==> config.mk <==
export PLATFORM = sky130hd
export DESIGN_NAME = flag_alu
export DESIGN_NICKNAME = d
export VERILOG_FILES = /design/src/rtl/flag_alu_pkg.sv /design/src/rtl/alu_addsub.sv /design/src/rtl/alu_logic.sv /design/src/rtl/alu_mul.sv /design/src/rtl/flag_alu.sv
export SDC_FILE = /design/constraint.sdc
export NUM_CORES = 1
export LEC_CHECK = 0
export ABC_CLOCK_PERIOD_IN_PS = 8640
export CAP_MARGIN = 5
export CORE_MARGIN = 3
export CORE_UTILIZATION = 45
export DETAILED_ROUTE_END_ITERATION = 16
export DONT_BUFFER_PORTS = 1
export PLACE_DENSITY = 0.65
export SLEW_MARGIN = 10
export SYNTH_ARGS = -nofsm -noshare
export SYNTH_HDL_FRONTEND = slang
export SYNTH_HIERARCHICAL = 1
export SYNTH_SLANG_ARGS = --single-unit
==> constraint.sdc <==
create_clock -name vclk -period 8.64
set_input_delay 0 -clock vclk [all_inputs]
set_output_delay 0 -clock vclk [all_outputs]
set_load 0.01 [all_outputs]
==> src/rtl/flag_alu_pkg.sv <==
package flag_alu_pkg;

    localparam int OP_W   = 4;
    localparam int FLAG_W = 4;

    typedef enum logic [OP_W-1:0] {
        OP_ADD  = 4'h0,
        OP_SUB  = 4'h1,
        OP_ADC  = 4'h2,
        OP_SBC  = 4'h3,
        OP_NEG  = 4'h4,
        OP_CMP  = 4'h5,
        OP_CMN  = 4'h6,
        OP_TST  = 4'h7,
        OP_AND  = 4'h8,
        OP_EOR  = 4'h9,
        OP_ORR  = 4'hA,
        OP_BIC  = 4'hB,
        OP_MVN  = 4'hC,
        OP_MUL  = 4'hD,
        OP_ADDH = 4'hE,
        OP_MOVH = 4'hF
    } alu_op_e;

    typedef enum logic [1:0] {
        FCLS_ARITH,
        FCLS_NZ,
        FCLS_KEEP
    } flag_cls_e;

    typedef enum logic [1:0] {
        SRC_ADDER,
        SRC_LOGIC,
        SRC_MUL,
        SRC_PASS_B
    } res_src_e;

    typedef struct packed {
        logic n;
        logic z;
        logic c;
        logic v;
    } flags_t;

endpackage

==> src/rtl/alu_addsub.sv <==
module alu_addsub #(
    parameter int W = 32
) (
    input  logic [W-1:0] a_i,
    input  logic [W-1:0] b_i,
    input  logic         inv_b_i,
    input  logic         zero_a_i,
    input  logic         cin_i,
    output logic [W-1:0] sum_o,
    output logic         cout_o,
    output logic         ovf_o
);
    localparam int SUM_W = W + 1;

    logic [W-1:0]     x;
    logic [W-1:0]     y;
    logic [SUM_W-1:0] full;

    always_comb begin
        x    = zero_a_i ? '0 : a_i;
        y    = inv_b_i ? ~b_i : b_i;
        full = {1'b0, x} + {1'b0, y} + {{W{1'b0}}, cin_i};
    end

    assign sum_o  = full[W-1:0];
    assign cout_o = full[W];
    assign ovf_o  = (x[W-1] == y[W-1]) && (sum_o[W-1] != x[W-1]);
endmodule

==> src/rtl/alu_logic.sv <==
module alu_logic
    import flag_alu_pkg::*;
#(
    parameter int W = 32
) (
    input  alu_op_e      op_i,
    input  logic [W-1:0] a_i,
    input  logic [W-1:0] b_i,
    output logic [W-1:0] res_o
);
    always_comb begin
        unique case (op_i)
            OP_EOR:  res_o = a_i ^ b_i;
            OP_ORR:  res_o = a_i | b_i;
            OP_BIC:  res_o = a_i & ~b_i;
            OP_MVN:  res_o = ~b_i;
            default: res_o = a_i & b_i;
        endcase
    end
endmodule

==> src/rtl/alu_mul.sv <==
module alu_mul #(
    parameter int W = 32
) (
    input  logic [W-1:0] a_i,
    input  logic [W-1:0] b_i,
    output logic [W-1:0] prod_o
);
    localparam int PW = 2 * W;

    logic [PW-1:0] full;

    assign full   = {{W{1'b0}}, a_i} * {{W{1'b0}}, b_i};
    assign prod_o = full[W-1:0];
endmodule

==> src/rtl/flag_alu.sv <==
module flag_alu
    import flag_alu_pkg::*;
#(
    parameter int W = 32
) (
    input  logic [3:0]   op_i,
    input  logic [W-1:0] a_i,
    input  logic [W-1:0] b_i,
    input  logic [3:0]   flags_i,
    output logic [W-1:0] result_o,
    output logic         wr_en_o,
    output logic [3:0]   flags_o
);
    alu_op_e   op;
    flags_t    fin;
    flags_t    fout;
    flag_cls_e fcls;
    res_src_e  src;
    logic      inv_b;
    logic      zero_a;
    logic      cin;
    logic      we;

    logic [W-1:0] sum;
    logic         cout;
    logic         ovf;
    logic [W-1:0] lres;
    logic [W-1:0] prod;

    assign op  = alu_op_e'(op_i);
    assign fin = flags_t'(flags_i);

    // operation decode: operand conditioning, result source, flag class
    always_comb begin
        inv_b  = 1'b0;
        zero_a = 1'b0;
        cin    = 1'b0;
        we     = 1'b1;
        src    = SRC_ADDER;
        fcls   = FCLS_ARITH;
        unique case (op)
            OP_ADD:  ;
            OP_SUB:  begin inv_b = 1'b1; cin = 1'b1; end
            OP_ADC:  cin = fin.c;
            OP_SBC:  begin inv_b = 1'b1; cin = fin.c; end
            OP_NEG:  begin inv_b = 1'b1; zero_a = 1'b1; cin = 1'b1; end
            OP_CMP:  begin inv_b = 1'b1; cin = 1'b1; we = 1'b0; end
            OP_CMN:  we = 1'b0;
            OP_TST:  begin src = SRC_LOGIC; fcls = FCLS_NZ; we = 1'b0; end
            OP_AND, OP_EOR, OP_ORR, OP_BIC, OP_MVN:
                     begin src = SRC_LOGIC; fcls = FCLS_NZ; end
            OP_MUL:  begin src = SRC_MUL; fcls = FCLS_NZ; end
            OP_ADDH: fcls = FCLS_KEEP;
            OP_MOVH: begin src = SRC_PASS_B; fcls = FCLS_KEEP; end
        endcase
    end

    alu_addsub #(.W(W)) u_addsub (
        .a_i      (a_i),
        .b_i      (b_i),
        .inv_b_i  (inv_b),
        .zero_a_i (zero_a),
        .cin_i    (cin),
        .sum_o    (sum),
        .cout_o   (cout),
        .ovf_o    (ovf)
    );

    alu_logic #(.W(W)) u_logic (
        .op_i  (op),
        .a_i   (a_i),
        .b_i   (b_i),
        .res_o (lres)
    );

    alu_mul #(.W(W)) u_mul (
        .a_i    (a_i),
        .b_i    (b_i),
        .prod_o (prod)
    );

    always_comb begin
        unique case (src)
            SRC_ADDER:  result_o = sum;
            SRC_LOGIC:  result_o = lres;
            SRC_MUL:    result_o = prod;
            SRC_PASS_B: result_o = b_i;
        endcase
    end

    always_comb begin
        fout = fin;
        unique case (fcls)
            FCLS_ARITH: begin
                fout.n = result_o[W-1];
                fout.z = (result_o == '0);
                fout.c = cout;
                fout.v = ovf;
            end
            FCLS_NZ: begin
                fout.n = result_o[W-1];
                fout.z = (result_o == '0);
            end
            default: ;
        endcase
    end

    assign flags_o = fout;
    assign wr_en_o = we;
endmodule

==> run summary, run 1 <==
The number of warnings issued by yosys is 6. The final period utilization is 0.914. The worst setup path is captured at a primary output.

For this run, the top clock speed supported by timing is 0.127 GHz. The count of input and output buffers came out at 0. The synthesized netlist net count was 3,192; the final period demand of the worst path was 7900 ps.

The tools report the effective utilization at floorplan as 0.458. The tools report the number of failing hold endpoints at the final stage as 0. Setup repair after global routing left no endpoint under its margin. Number of gates given a new drive strength after cts: 0.

Each instance of the synthesized netlist takes up on average 8.49 um2. In this run the count of I/O pins placed on the die edge is 109. For the via total after detailed routing, the log shows 17,800. Summed over all layers, the global routing overflow is 0. The largest single stage delay on the critical path is 550 ps. Summed over all layers, the routed wires come to 71,300 um. The worst hold path begins at op_i[2].

In the final routed layout, each cell accounts on average for 23.8 um. The tools report the portion of the post-synthesis area used by sequential elements as 0. Counting distinct cell types in the post-synthesis netlist gives 88. Summing all multi-input logic gate instances after layout gives 19,200 um2. The die covers 50,300 um2. Broken down by cell family, the worst path's largest delay share belongs to adder cells. The die height works out to 224 um. There are 0 flip-flops and latches. The tools report the final count of pins violating max slew as 0.

The logs give 21,400 um2 for the synthesized area and 0 ps for the setup TNS after final layout. The critical path is of the in -> out type. The region available for standard cell placement spans 46,800 um2. The logs give 2,524 for the cell count after synthesis and 0.286 for the global-route usage over all layers.

The worst-path cell with the longest stage delay is sky130_fd_sc_hd__fa_1. The run gives 112,000 um as the wire length of the first global-routing pass. The flow ran to the end, and the final reports show no timing, DRC or antenna violations.

For the worst setup path, the data required time is 8640 ps. The run gives 0 as the remaining design rule violation count. Buffers added to address setup during post-CTS repair amount to 0. The number of buffers added to fix hold violations after cts is 0, and the largest fanout on the critical path is 20. Counting both buffers and inverters, the worst setup path holds a total of 4. Tightest slew margin relative to the limit: 0.208.

The initial antenna violation count came out at 3. The worst hold path belongs to the class in -> out. The count of nets after finishing was 3,063.

Setup violations remaining at the end of the flow were counted as 0. The source of the critical timing path is a_i[16]. The maximum number of pins on one net before global-route repair was 60. Arrival time at the worst endpoint: 7900 ps. The layout-stage area growth over the synthesis result came out at 1.22%. Dominant cell type by count on the critical path: sky130_fd_sc_hd__fa_1. The logs give 0 for the number of max-cap violations and 6 for the total iterations of the first detailed-routing run. The layout has 4,635 filler cells. STA classifies the critical path startpoint as an input port. The fraction of layout instances using a drive strength above 1 was 0.0355; the clock buffer count in the final layout was 0. In the routed layout, each cell is associated on average with a via count of 5.92. For the count of routing violations after the opening detailed-route iteration, the log shows 1,576.

The final RePlAce weighted congestion came out at 0.966. The die outline width is 224 um, and the measured slew at the worst slew-check pin is 1180 ps. Residual antenna-violating net count after detailed routing: 0. The number of global-route vias before repair is 18,900. The logs give 79 for the cell row count and 0 um2 for the area of all sequential standard cells. After legalization and detailed placement, the total HPWL measured 51,900 um.
[per-layer routing]
| layer | track usage | share of wire | vias to the layer above |
|---|---|---|---|
| li1 | - | - | 7689 |
| met1 | 0.390 | 0.42 | 9166 |
| met2 | 0.473 | 0.47 | 759 |
| met3 | 0.0482 | 0.080 | 145 |
| met4 | 0.0798 | 0.033 | 0 |
| met5 | 0 | 0 | - |
[final timing paths]
check / to / slack (ps) / cells after the start
setup / recovery: flags_o[2] / 740 / 29
hold / removal: wr_en_o / 130 / 1
[layout by cell type, fill, tap and decap left out, drive strengths merged, types with 4 or more instances in the layout]
master,netlist,routed
xor2,58,58
mux2i,23,23
a32oi,17,17
o311ai,4,4
nand3,14,14
o21bai,9,9
o211ai,5,5
nand4b,4,4
a22oi,25,25
ha,186,186
a21o,31,31
o21ai,64,64
and3,8,8
nor2b,38,38
nand2,232,232
mux2,28,28
a221o,25,25
o311a,4,4
inv,436,436
fa,410,410
nor3,10,10
buf,25,7
nor2,71,71
o22ai,38,38
a211oi,6,6
a31oi,5,5
xnor2,83,83
a21oi,83,83
nand2b,12,12
nor4,8,8
and2,375,375
o21a,12,12
nand4,9,9
[metrics by stage]
step	worst slack, ps	instance area [um2]	util	hold slack (ps)	cells
after detailed placement	817	21700	0.464	120	3000
final	739	21700	0.464	126	3001
after global routing	399	21700	0.464	131	3000
after CTS	795	21700	0.464	122	3000
after global placement	899	21700	0.464	126	3000
after floorplan	1330	21400	-	151	2524
[synthesized netlist by cell type, types with 29 or more instances]
library cell	instances	area, um2
sky130_fd_sc_hd__nand2_1	231	867
sky130_fd_sc_hd__xor2_1	58	508
sky130_fd_sc_hd__clkbuf_1	111	417
sky130_fd_sc_hd__a21oi_1	81	405
sky130_fd_sc_hd__nor2_1	71	267
sky130_fd_sc_hd__and2_1	373	2330
sky130_fd_sc_hd__inv_1	436	1640
sky130_fd_sc_hd__xnor2_1	83	727
sky130_fd_sc_hd__ha_1	186	2330
sky130_fd_sc_hd__o21ai_0	34	170
sky130_fd_sc_hd__o22ai_1	38	238
sky130_fd_sc_hd__fa_1	410	8210
sky130_fd_sc_hd__a21o_1	29	218
sky130_fd_sc_hd__nor2b_1	38	238
[kinds of logic after synthesis]
group	count (synthesis)	share of synthesized area
buffers and inverters	575	0.104
multiplexers	51	0.0255
AO/OA/AOI/OAI	364	0.122
XOR/XNOR	141	0.0576
adder cells (fa/ha/maj)	596	0.492
AND/OR/NAND/NOR	797	0.199
[layout make-up]
class / count / area share
Antenna cell: 1 / 0.000115
Inverter: 437 / 0.0756
Multi-Input combinational cell: 1949 / 0.887
Tap cell: 607 / 0.0350
Timing Repair Buffer: 7 / 0.00242
Power of run 1 is not shown: default switching activity piles up to over one toggle a cycle in this logic, so the estimate is an artifact.
==> inputs of run 2 (changes only) <==
--- a/config.mk
+++ b/config.mk
@@ -5,13 +5,13 @@
 export SDC_FILE = /design/constraint.sdc
 export NUM_CORES = 1
 export LEC_CHECK = 0
-export ABC_CLOCK_PERIOD_IN_PS = 8640
+export ABC_CLOCK_PERIOD_IN_PS = 6490
 export CAP_MARGIN = 5
 export CORE_MARGIN = 3
 export CORE_UTILIZATION = 45
 export DETAILED_ROUTE_END_ITERATION = 16
 export DONT_BUFFER_PORTS = 1
-export PLACE_DENSITY = 0.65
+export PLACE_DENSITY = 0.67
 export SLEW_MARGIN = 10
 export SYNTH_ARGS = -nofsm -noshare
 export SYNTH_HDL_FRONTEND = slang
==> constraint.sdc (replaced) <==
create_clock -name vclk -period 6.49
set_input_delay 0 -clock vclk [all_inputs]
set_output_delay 0 -clock vclk [all_outputs]
set_load 0.01 [all_outputs]
==> run 2 against run 1 <==
  * The run now ends with setup timing left
  * Global-route usage fell by 0.16 points
  * Design area rose by 5.9%
  * Critical path depth rose by 1
  * Setup slack got worse by 1500 ps
  * First-iteration DRC count rose by 2.3%
  * Die area did not move
  * Non-clock buffer count rose by 107
  * Hold slack got worse by 8.6 ps
  * Count of clock-buffer cells in the layout did not move
  * Cell count rose by 3.6%
  * Critical endpoint unchanged
  * Highest routed layer is now met5
==> run summary, run 2 (synthesis results as in run 1) <==
Critical path's top delay family: adder cells. The tools report the wire length reported by the detailed router as 71,600 um (+0.45%). In the layout the commonest cells are sky130_fd_sc_hd__inv_1, sky130_fd_sc_hd__fa_1, sky130_fd_sc_hd__and2_1. The total buffers and inverters traversed by the critical path came out at 5 (+1). Static timing analysis puts the maximum clock frequency at 0.138 GHz. Setup repair after global routing could not meet its margin everywhere.

The largest stage delay on the critical path is 540 ps (about the same). The arrival time at the worst endpoint is 7260 ps (-640 ps), and the area of all sequential standard cells is 0 um2 (unchanged). The count of nets after finishing was 3,170 (+3.5%); the largest fanout on the critical path was 20 (unchanged). The logs give 46,800 um2 (unchanged) for the placeable core area and 0 (unchanged) for the count of sequential standard cells. I/O pin total: 109 (unchanged). The final HPWL from detailed placement was 52,400 um (+0.93%). The final period utilization was 1.12.

Counting stages on the worst path, the most repeated cell is sky130_fd_sc_hd__fa_1. Compared with the post-synthesis result, the final layout area differs by 7.20%. The average wire per standard cell came out at 23.0 um (-3.0%). For the global-route usage over all layers, the log shows 0.284 (-0.00159).

The logs give 4,461 (-3.8%) for the fill cell total of the finished layout and 79 (unchanged) for the cell row count. The tools report the required time of the critical path as 6490 ps (-2150 ps). Number of failing setup endpoints in the final timing report: 8 (+8). Counting I/O delays and the setup requirement, the final critical path takes 7260 ps.

The checks that failed: setup timing. The tools report the number of max-cap violations as 0 (unchanged). The fraction of layout instances using a drive strength above 1 was 0.101 (+0.0653). The most congested layer reported by global routing was met2. The classification of the worst-slack hold path was in -> out.

The die height is 224 um (unchanged), and the number of cells after detailed placement is 3,095 (+3.2%). The run gives 3,109 (+3.6%) as the final cell count without fillers. The routed via count divided by cell count was 5.87 (-0.77%). For the final count of pins violating max slew, the log shows 0 (unchanged).

Number of failing hold endpoints at the final stage: 0 (unchanged). The count of routing violations after the opening detailed-route iteration is 1,613 (+2.3%), and the residual antenna-violating net count after detailed routing is 0 (unchanged). The via total after detailed routing was 18,300 (+2.8%); the remaining design rule violation count was 0 (unchanged). The die outline width is 224 um (unchanged). Global routing met3 resource utilization: 0.0555 (+0.00731). Met1 track demand over resource: 0.378 (-0.0118).

The total congestion overflow is 0 (unchanged). The initial antenna violation count was 6 (+3). STA classifies the critical path endpoint as a primary output.

The largest individual stage delay along the critical path comes from the cell sky130_fd_sc_hd__fa_1. The run gives 0.458 (unchanged) as the effective utilization at floorplan. The tools report the wire length of the first global-routing pass as 112,000 um (+0.56%). The maximum number of pins on one net before global-route repair is 60 (unchanged).

The measured slew at the worst slew-check pin came out at 1150 ps (-29.6 ps). The number of buffers added to fix hold violations after cts was 0 (unchanged). For the final RePlAce weighted congestion, the log shows 0.948 (-1.8%). The tightest slew margin relative to the limit is 0.232 (+0.0238).

Worst setup path category: in -> out. For the total iterations of the first detailed-routing run, the log shows 6 (unchanged). For the number of global-route vias before repair, the log shows 19,600 (+3.7%).

The count of input and output buffers is 0 (unchanged). The tools report the least setup slack across all paths after layout as -775 ps (-1510 ps). The tools report the floorplan die area as 50,300 um2 (unchanged). Leaving out fill and tap cells, the most frequent cell in the layout is sky130_fd_sc_hd__inv_1. The clock buffer count in the final layout came out at 0 (unchanged).

The flow ran to the end, but the final reports show violations. Global-route met2 utilization: 0.464 (-0.00893). STA classifies the critical path startpoint as an input port.
run 2: cell type report:
class	count	area (um2)	area share
antenna	2	5.00	0.000218
inverter	437	1640	0.0714
timing repair buffer	114	917	0.0399
tap	607	759	0.0331
multi-input combinational	1949	19700	0.855
run 2: repair_timing:
| item | 4_1_cts | 5_1_grt |
|---|---|---|
| pin swaps | 16 | 44 |
| buffers inserted | 4 | 11 |
| endpoints found under the setup margin | 11 | 16 |
| hold endpoints to repair | 0 | 0 |
| resized for setup | 28 | 45 |
run 2: worst paths after layout:
| path | end | cells after the start | slack (ps) | startpoint |
|---|---|---|---|---|
| hold / removal | wr_en_o | 1 | 120 | op_i[1] |
| setup / recovery | flags_o[2] | 30 | -770 | a_i[16] |
run 2: per-layer routing:
metal  part of all wire  up-vias
met1               0.41     9302
met3              0.085      184
met2               0.47      852
met5            0.00018        -
li1                   -     7916
met4              0.043        2
run 2: through the flow:
step | TNS (ps) | hold slack (ps) | utilization | cell area [um2] | setup slack (ps)
after global routing | -4290 | 128 | 0.491 | 23000 | -1040
final | -1880 | 117 | 0.491 | 23000 | -775
after detailed placement | -2340 | 119 | 0.481 | 22500 | -973
after global placement | -1730 | 127 | 0.481 | 22500 | -863
after floorplan | -433 | 133 | - | 21500 | -433
after CTS | -1660 | 119 | 0.485 | 22700 | -837
Power of run 2 is left out for the same reason.
